--- src/rtl/rirq_pkg.sv ---
package rirq_pkg;
   localparam int unsigned NSRC      = 3;
   localparam int unsigned SRC_VBL   = 0;
   localparam int unsigned SRC_ANIM  = 1;
   localparam int unsigned SRC_CUR   = 2;

   localparam int unsigned A_MASK    = 0;
   localparam int unsigned A_STATUS  = 1;
   localparam int unsigned A_CLINE   = 2;
   localparam int unsigned A_ACK_CUR = 3;
   localparam int unsigned A_ACK_ANI = 4;
   localparam int unsigned A_ACK_VBL = 5;
endpackage

--- src/rtl/rirq_line_timer.sv ---
module rirq_line_timer #(
   parameter int unsigned LINE_W = 10
) (
   input  logic              clk,
   input  logic              rst_n,
   input  logic              line_end,
   input  logic [LINE_W-1:0] period,
   input  logic              rearm,
   output logic              fire
);
   localparam logic [LINE_W:0] ONE = (LINE_W+1)'(1);

   logic [LINE_W-1:0] cnt_q;
   logic              run;
   logic              last_line;

   assign run       = (period != '0);
   assign last_line = run && (({1'b0, cnt_q} + ONE) >= {1'b0, period});
   assign fire      = line_end && !rearm && last_line;

   always_ff @(posedge clk or negedge rst_n) begin
      if (!rst_n)                cnt_q <= '0;
      else if (rearm)            cnt_q <= '0;
      else if (line_end && run)  cnt_q <= last_line ? '0 : cnt_q + 1'b1;
   end

   // a zero line count never produces a cursor event
   a_r6_off_silent: assert property (@(posedge clk) disable iff (!rst_n)
      (period == '0) |-> !fire);
   // counting restarts after every firing
   a_r6_restart: assert property (@(posedge clk) disable iff (!rst_n)
      fire |=> (cnt_q == '0));
   // a re-arming write restarts the count
   a_r7_rearm: assert property (@(posedge clk) disable iff (!rst_n)
      rearm |=> (cnt_q == '0));
endmodule

--- src/rtl/rirq_status_bank.sv ---
module rirq_status_bank #(
   parameter int unsigned NSRC = 3
) (
   input  logic            clk,
   input  logic            rst_n,
   input  logic [NSRC-1:0] set,
   input  logic [NSRC-1:0] clr,
   input  logic            mask_wr,
   input  logic [NSRC-1:0] mask_wdata,
   output logic [NSRC-1:0] status,
   output logic [NSRC-1:0] mask,
   output logic            irq
);
   logic [NSRC-1:0] mask_q;
   logic            irq_q;

   for (genvar i = 0; i < NSRC; i++) begin : g_bit
      logic st_q;
      always_ff @(posedge clk or negedge rst_n) begin
         if (!rst_n)      st_q <= 1'b0;
         else if (set[i]) st_q <= 1'b1;
         else if (clr[i]) st_q <= 1'b0;
      end
      assign status[i] = st_q;

      // a set in the same cycle as a clear wins
      a_r5_set_wins: assert property (@(posedge clk) disable iff (!rst_n)
         set[i] |=> status[i]);
      // a lone acknowledge clears the bit
      a_r4_ack_clears: assert property (@(posedge clk) disable iff (!rst_n)
         (clr[i] && !set[i]) |=> !status[i]);
   end

   always_ff @(posedge clk or negedge rst_n) begin
      if (!rst_n)       mask_q <= '0;
      else if (mask_wr) mask_q <= mask_wdata;
   end

   always_ff @(posedge clk or negedge rst_n) begin
      if (!rst_n) irq_q <= 1'b0;
      else        irq_q <= |(status & mask_q);
   end

   assign mask = mask_q;
   assign irq  = irq_q;

   // with no enabled bit across two cycles the line stays low
   a_r3_masked_quiet: assert property (@(posedge clk) disable iff (!rst_n)
      ((mask_q == '0) && $past(mask_q == '0)) |-> !irq_q);
   // mask write takes the written value
   a_r1_mask_write: assert property (@(posedge clk) disable iff (!rst_n)
      mask_wr |=> (mask_q == $past(mask_wdata)));
endmodule

--- src/rtl/rirq_regif.sv ---
module rirq_regif
   import rirq_pkg::*;
#(
   parameter int unsigned ADDR_W = 3,
   parameter int unsigned DATA_W = 16,
   parameter int unsigned LINE_W = 10
) (
   input  logic              clk,
   input  logic              rst_n,
   input  logic [ADDR_W-1:0] reg_addr,
   input  logic              reg_rd,
   input  logic              reg_wr,
   input  logic [DATA_W-1:0] reg_wdata,
   input  logic [NSRC-1:0]   status,
   input  logic [NSRC-1:0]   mask,
   output logic [DATA_W-1:0] reg_rdata,
   output logic [NSRC-1:0]   clr,
   output logic              mask_wr,
   output logic              rearm,
   output logic [LINE_W-1:0] cline
);
   logic [LINE_W-1:0] cline_q;
   logic              cline_wr;
   logic              unused_wdata;

   assign unused_wdata = ^reg_wdata[DATA_W-1:LINE_W];
   assign mask_wr  = reg_wr && (reg_addr == ADDR_W'(A_MASK));
   assign cline_wr = reg_wr && (reg_addr == ADDR_W'(A_CLINE));
   assign rearm    = cline_wr && mask[SRC_CUR];

   assign clr[SRC_CUR]  = reg_rd && (reg_addr == ADDR_W'(A_ACK_CUR));
   assign clr[SRC_ANIM] = reg_rd && (reg_addr == ADDR_W'(A_ACK_ANI));
   assign clr[SRC_VBL]  = reg_rd && (reg_addr == ADDR_W'(A_ACK_VBL));

   always_ff @(posedge clk or negedge rst_n) begin
      if (!rst_n)        cline_q <= '0;
      else if (cline_wr) cline_q <= reg_wdata[LINE_W-1:0];
   end
   assign cline = cline_q;

   always_comb begin
      reg_rdata = '0;
      if (reg_addr == ADDR_W'(A_MASK))        reg_rdata = DATA_W'(mask);
      else if (reg_addr == ADDR_W'(A_STATUS)) reg_rdata = DATA_W'(status);
      else if (reg_addr == ADDR_W'(A_CLINE))  reg_rdata = DATA_W'(cline_q);
   end

   // acknowledge locations always read as zero
   a_r4_ack_zero: assert property (@(posedge clk) disable iff (!rst_n)
      (|clr) |-> (reg_rdata == '0));
   // the line count holds when not written
   a_r8_cline_hold: assert property (@(posedge clk) disable iff (!rst_n)
      !cline_wr |=> $stable(cline_q));
endmodule

--- src/rtl/rirq_ctrl.sv ---
module rirq_ctrl
   import rirq_pkg::*;
#(
   parameter int unsigned ADDR_W = 3,
   parameter int unsigned DATA_W = 16,
   parameter int unsigned LINE_W = 10
) (
   input  logic              clk,
   input  logic              rst_n,
   input  logic              vblank_evt,
   input  logic              anim_evt,
   input  logic              line_end,
   input  logic [ADDR_W-1:0] reg_addr,
   input  logic              reg_rd,
   input  logic              reg_wr,
   input  logic [DATA_W-1:0] reg_wdata,
   output logic [DATA_W-1:0] reg_rdata,
   output logic              irq
);
   if (ADDR_W < 3)       begin : g_bad_addr  $error("ADDR_W must be at least 3"); end
   if (LINE_W < 2)       begin : g_bad_line  $error("LINE_W must be at least 2"); end
   if (DATA_W <= LINE_W) begin : g_bad_data  $error("DATA_W must exceed LINE_W"); end

   logic [NSRC-1:0]   set;
   logic [NSRC-1:0]   clr;
   logic [NSRC-1:0]   status;
   logic [NSRC-1:0]   mask;
   logic              mask_wr;
   logic              rearm;
   logic              cur_fire;
   logic [LINE_W-1:0] cline;

   assign set[SRC_VBL]  = vblank_evt;
   assign set[SRC_ANIM] = anim_evt;
   assign set[SRC_CUR]  = cur_fire;

   rirq_line_timer #(.LINE_W(LINE_W)) u_timer (
      .clk(clk), .rst_n(rst_n), .line_end(line_end), .period(cline),
      .rearm(rearm), .fire(cur_fire));

   rirq_status_bank #(.NSRC(NSRC)) u_bank (
      .clk(clk), .rst_n(rst_n), .set(set), .clr(clr), .mask_wr(mask_wr),
      .mask_wdata(reg_wdata[NSRC-1:0]), .status(status), .mask(mask), .irq(irq));

   rirq_regif #(.ADDR_W(ADDR_W), .DATA_W(DATA_W), .LINE_W(LINE_W)) u_regif (
      .clk(clk), .rst_n(rst_n), .reg_addr(reg_addr), .reg_rd(reg_rd),
      .reg_wr(reg_wr), .reg_wdata(reg_wdata), .status(status), .mask(mask),
      .reg_rdata(reg_rdata), .clr(clr), .mask_wr(mask_wr), .rearm(rearm),
      .cline(cline));

   // vertical blank is recorded regardless of the mask
   a_r2_vbl_latch: assert property (@(posedge clk) disable iff (!rst_n)
      vblank_evt |=> status[SRC_VBL]);
   // cursor events only come on a line-end strobe
   a_r6_on_strobe: assert property (@(posedge clk) disable iff (!rst_n)
      cur_fire |-> line_end);
endmodule

--- config.mk ---
export PLATFORM = sky130hd
export DESIGN_NAME = rirq_ctrl
export DESIGN_NICKNAME = d
export VERILOG_FILES = /design/src/rtl/rirq_pkg.sv /design/src/rtl/rirq_line_timer.sv /design/src/rtl/rirq_status_bank.sv /design/src/rtl/rirq_regif.sv /design/src/rtl/rirq_ctrl.sv
export SDC_FILE = /design/constraint.sdc
export NUM_CORES = 1
export LEC_CHECK = 0
export ABC_AREA = 1
export BUFFER_PORTS_ARGS = -buffer_cell sky130_fd_sc_hd__buf_2
export CAP_MARGIN = 20
export CORE_ASPECT_RATIO = 0.9
export CORE_MARGIN = 2
export CORE_UTILIZATION = 30
export DETAILED_ROUTE_END_ITERATION = 6
export GPL_ROUTABILITY_DRIVEN = 0
export GPL_TIMING_DRIVEN = 0
export PLACE_DENSITY = 0.55
export SLEW_MARGIN = 10
export SYNTH_ARGS = -nofsm -noshare
export SYNTH_HDL_FRONTEND = slang
export SYNTH_SLANG_ARGS = --single-unit
--- constraint.sdc ---
create_clock -name clk -period 2.59 [get_ports clk]
set_input_delay 0.1295 -clock clk [delete_from_list [all_inputs] [get_ports clk]]
set_output_delay 0.1295 -clock clk [all_outputs]
set_load 0.02 [all_outputs]
Yosys cells after proc, flatten, opt, wreduce, memory -nomap -nowiden
Index checks and enable logic that the tools add are counted.

word-level totals
  bits in registers = 27
  input bits = 26
  output and inout bits = 17
  logic and storage cells = 46

operators by class
  add/subtract/negate cells = 2
  $lt $le $gt $ge = 1
  equality and inequality tests = 5
  mux-type cells = 12
  bitwise operators = 1
  reduce and logical (&&, ||, !) cells = 18

operators by type and width
  kind                                           number
  2-to-1 mux 10 bit                              4
  2-to-1 mux 16 bit                              2
  adder 10 x 1 -> 11 bit, second input constant  1
  >= comparator 11 x 10 -> 1 bit                 1
  adder 10 x 1 -> 10 bit, second input constant  1
  logical AND 1 bit                              10
  nonzero test 10 bit                            1
  nonzero test 2 bit                             4
  == test 3 x 2 -> 1 bit, second input constant  2
  == test 3 bit, second input constant           2
  2-to-1 mux 1 bit                               6
  AND 3 bit                                      1
  == test 3 x 1 -> 1 bit, second input constant  1
  logical NOT 3 bit                              1
  OR reduction 3 bit                             1
  logical NOT 1 bit                              1

Logic depth before layout (Yosys ltp)
  depth after elaboration = 7
  gate-level depth with buffers = 18

Modules after synthesis
Synthesis repeated with hierarchy kept, for this count alone.

second synthesis, totals
  cells, all modules = 276
  area total of the unflattened synthesis = 1,961.9 um^2

modules (own cells, without submodules)
  module            times used  cells each  area an instance (um^2)
  rirq_line_timer   1           154         1,012.2
  rirq_regif        1           93          664.4
  rirq_status_bank  1           29          285.3

Worst setup path after synthesis
OpenSTA, ideal clock, no wires.

  path type = register to register
  start = register u_timer.cnt_q[0]
  end = register u_timer.cnt_q[6]
  setup time = 0.065 ns
  arrival = 1.993 ns
  path slack = 0.532 ns
  cell stages (with the launch flop) = 17
  clock period less this slack = 2.058 ns
  cell sequence = dfrtp_1 ha_1 nand2_2 nor2_2 nand2_1 xor2_1 inv_1 ha_1 nand2_1 inv_1 a21oi_1 nand2_1 nand2_1 nand2_2 nand2_4 nand2_1 nand2_1

between the ends
  word-level cells in the longest chain between the ends = 6

ends and longest elaborated chain
  what                               RTL line               text
  start, declared                    rirq_line_timer.sv:13  logic [LINE_W-1:0] cnt_q;
  start signal, assigned             rirq_line_timer.sv:24  else if (line_end && run) cnt_q <= last_line ? '0 : cnt_q + 1'b1;
  adder 10 x 1 -> 11 bit             rirq_line_timer.sv:18  assign last_line = run && (({1'b0, cnt_q} + ONE) >= {1'b0, period});
  >= comparator 11 x 10 -> 1 bit     rirq_line_timer.sv:18
  logical AND 1 bit                  rirq_line_timer.sv:18
  2-to-1 mux 10 bit * (2 in series)  rirq_line_timer.sv:24
  2-to-1 mux 10 bit *                rirq_line_timer.sv:23  else if (rearm) cnt_q <= '0;

Mark *: on every way between the ends. The rest lies on a longest branch, timed or not. The select of a mux whose other input is x is not followed.
A chain may end at the register's enable or synchronous reset.

Worst setup path in the final report
  start = register u_timer.cnt_q[0]
  end = register u_timer.cnt_q[5]

The elaborated chain is that of the path after synthesis.

==> run metrics <==
outcome=finished, final reports clean; drt pass-1 iters=7; r2r startpoint=u_timer.cnt_q[0]$_DFFE_PN0P_; P_leak=1.20 nW; port bufs=30; VDD IR max=0.000230 V; crit-path most repeated cell=nand2_1; post-synthesis simple-gate area fraction=33.1%; DRT antenna net count=0; Unique masters post-synth=27; Slew Limit Fails=0; share of the synthesized area in the top cell type=37.3%; critical hold path startpoint=anim_evt; setup TNS=0 ns; Worst Setup Start Kind=flip-flop; RSZ-0062 raised after global routing=no; Cell Chain, Critical Path=ha_1 -> nand2_2 -> nor2_2 -> nand2_1 -> nor2_1 -> nand2_1 -> nand2_1 -> inv_1 -> ha_1 -> nand2_1 -> nand2_1 -> a21oi_1 -> nand2_1 -> inv_1 -> nand2_2 -> nand2_4 -> nand2_1 -> nand2_1; num rows=26; Post-layout nets=333; critical path capture point type=flip-flop; ant diodes=0; HPWL Detailed=3230 µm; Synth warnings=0; Rel. slew slack=58.1%; Yosys reg bits=27; crit path from=u_timer.cnt_q[0]$_DFFE_PN0P_; post-CTS setup repair buffer count=0; largest net degree at the start of global routing=28; register area share after synthesis=37.3%; die span in x=85.9 µm; Clk Latency, worst-skew pair=0.27 ns; Longest Clk Path Bufs=2; crit path max fanout=10; mux cell area share after synthesis=0%; max incr delay on CP=0.45 ns; Synth Flop Type=dfrtp_1; mean number of vias per cell=4.45; share of layout cells above drive strength 1=19.7%; drt total wl=4190 µm; dominant cell type by area after synthesis=dfrtp_1; final hold vios=0; # DRC=0; Synth Area in Compound Gates=8.09%; via count=1623; total track usage=13.2%; adder and majority gate portion of the synthesized area=7.61%; core footprint=5760 µm²; Synth async-reset ratio=100%; post-synthesis xor/xnor area fraction=1.45%; Post-Layout Cell Count=365; number of synthesized flops with an enable pin=0; die height=77.7 µm; initial antenna violation count=0; number of global-route vias before repair=1468; CTS tree=yes; Placed Instances=360; clk slew on worst S/H paths=0.10 ns; top-level port count=43; GRT overflow=0; Final Setup Violations=0; initial drt markers=95; Die ar.=6670 µm²; Reg2Reg Setup Slack=0.27 ns; CP Class=reg -> reg; post-synthesis area per instance=7.10 µm²; Max Fclk=431 MHz; drt wl/cell=11.5 µm; fin crit share=89.6%; H-Tree Depth=1; global-route wire length before repair=7040 µm; cts bufs inserted=3; largest family of logic cells by synthesized area=simple AND/OR/NAND/NOR gates; Worst EP required=2.81 ns; final clock skew=0.00324 ns; Hold Crit Class=in -> reg; PwrDens=572 nW/µm²; Initial Util=31.4%; Tightest Pin Transition=0.628 ns; clock sink count=27; largest cells by area after synthesis=dfrtp_1 (37%), nand2_1 (15%), ha_1 (7.6%); area of the mapped netlist=1810 µm²; max_cap viols=0; Final min period=2.32 ns; Gate Count Post-Synth=255; area added between synthesis and finish=17.7%; WP data arrival=2.54 ns; slowest CP cell=dfrtp_2; clk root buf=clkbuf_8
repair_timing:
item                                    4_1_cts  5_1_grt
endpoints found under the setup margin        0       11
hold endpoints to repair                     27        0
hold buffers                                  1        0
resized for setup                             0        2
Yosys cell counts, types with 3 or more instances:
cell type and count:
a21oi_1 10, buf_4 6, dfrtp_1 27, ha_1 11
inv_1 36, inv_2 3, nand2_1 70, nand2_2 5
nand3_1 16, nand4_1 4, nor2_1 33, nor3_1 4
o211ai_1 4, o21ai_0 8, xor2_1 3
critical path: cells and delay by family, from the launching register on:
kind | cells | cell delay (ns)
AO/OA/AOI/OAI | 1 | 0.12
adder cells (fa/ha/maj) | 2 | 0.48
buffers and inverters | 2 | 0.11
flip-flops | 1 | 0.45
AND/OR/NAND/NOR | 13 | 1.10
cell usage in the layout, fill, tap and decap left out, types with 4 or more instances in the layout:
| master | count |
|---|---|
| dfrtp_1 | 26 |
| inv_1 | 36 |
| nand3_1 | 16 |
| conb_1 | 6 |
| nor2_1 | 33 |
| nand2_2 | 5 |
| a21oi_1 | 10 |
| nor3_1 | 4 |
| buf_4 | 6 |
| o211ai_1 | 4 |
| nand4_1 | 4 |
| buf_2 | 32 |
| nand2_1 | 70 |
| ha_1 | 11 |
| o21ai_0 | 8 |
routing by layer:
metal / share of wire [%] / wire [µm] / GRT usage, % / up-vias
met3: 3.7 / 155 / 2.23 / 2
met2: 44 / 1830 / 19.9 / 33
met1: 52 / 2180 / 19.6 / 722
met4: 0.64 / 27 / 2.86 / 0
li1: - / - / - / 866
met5: 0 / 0 / 0 / -
logic make-up after synthesis:
family	Yosys count
compound gates	25
xor+xnor	3
fa+ha+maj	11
buf+inv	50
flops	27
other cells	1
simple gates	138
worst paths after layout:
kind                                                     to  cells past startpoint
min in group asynchronous  u_bank.g_bit[1].st_q$_DFFE_PN0P_                      2
max in group asynchronous      u_timer.cnt_q[0]$_DFFE_PN0P_                      2
min                        u_bank.g_bit[1].st_q$_DFFE_PN0P_                      2
min reg2reg                    u_regif.cline[1]$_DFFE_PN0P_                      2
max                            u_timer.cnt_q[5]$_DFFE_PN0P_                     18
max reg2reg                    u_timer.cnt_q[5]$_DFFE_PN0P_                     18
sequential cells by signal, indices dropped and copies added, names as in the netlist:
name	flops
u_bank.g_bit.st_q	3
u_bank.irq	1
u_bank.mask	3
u_regif.cline	10
u_timer.cnt_q	10
metrics by stage:
step / hold WS, ns / worst slack, ns / instance area, µm² / power, mW / utilization [%]
after floorplan: -0.166 / 0.532 / 1830 / 0.864 / -
after global placement: 0.199 / 0.230 / 2070 / 0.975 / 35.9
after detailed placement: 0.188 / 0.193 / 2070 / 0.982 / 35.9
after CTS: 0.0277 / 0.163 / 2120 / 1.23 / 36.8
after global routing: 0.0237 / 0.0187 / 2130 / 1.32 / 37.0
final: 0.0301 / 0.269 / 2130 / 1.22 / 37.0
where the power goes:
group	switching [mW]	internal, mW
sequential	0.0697	0.499
clock	0.137	0.110
combinational	0.244	0.158
total	0.450	0.767
area by class of cell:
cell class                 instances  area, µm²
sequential                        27        677
timing repair buffer              31        160
inverter                          40        150
multi-input combinational        183        940
clock buffer                       4       45.0
tap                               70       87.6
buffer                            10       70.1
fill                             622       3630
Note: power is estimated with default switching activity, not from simulation.
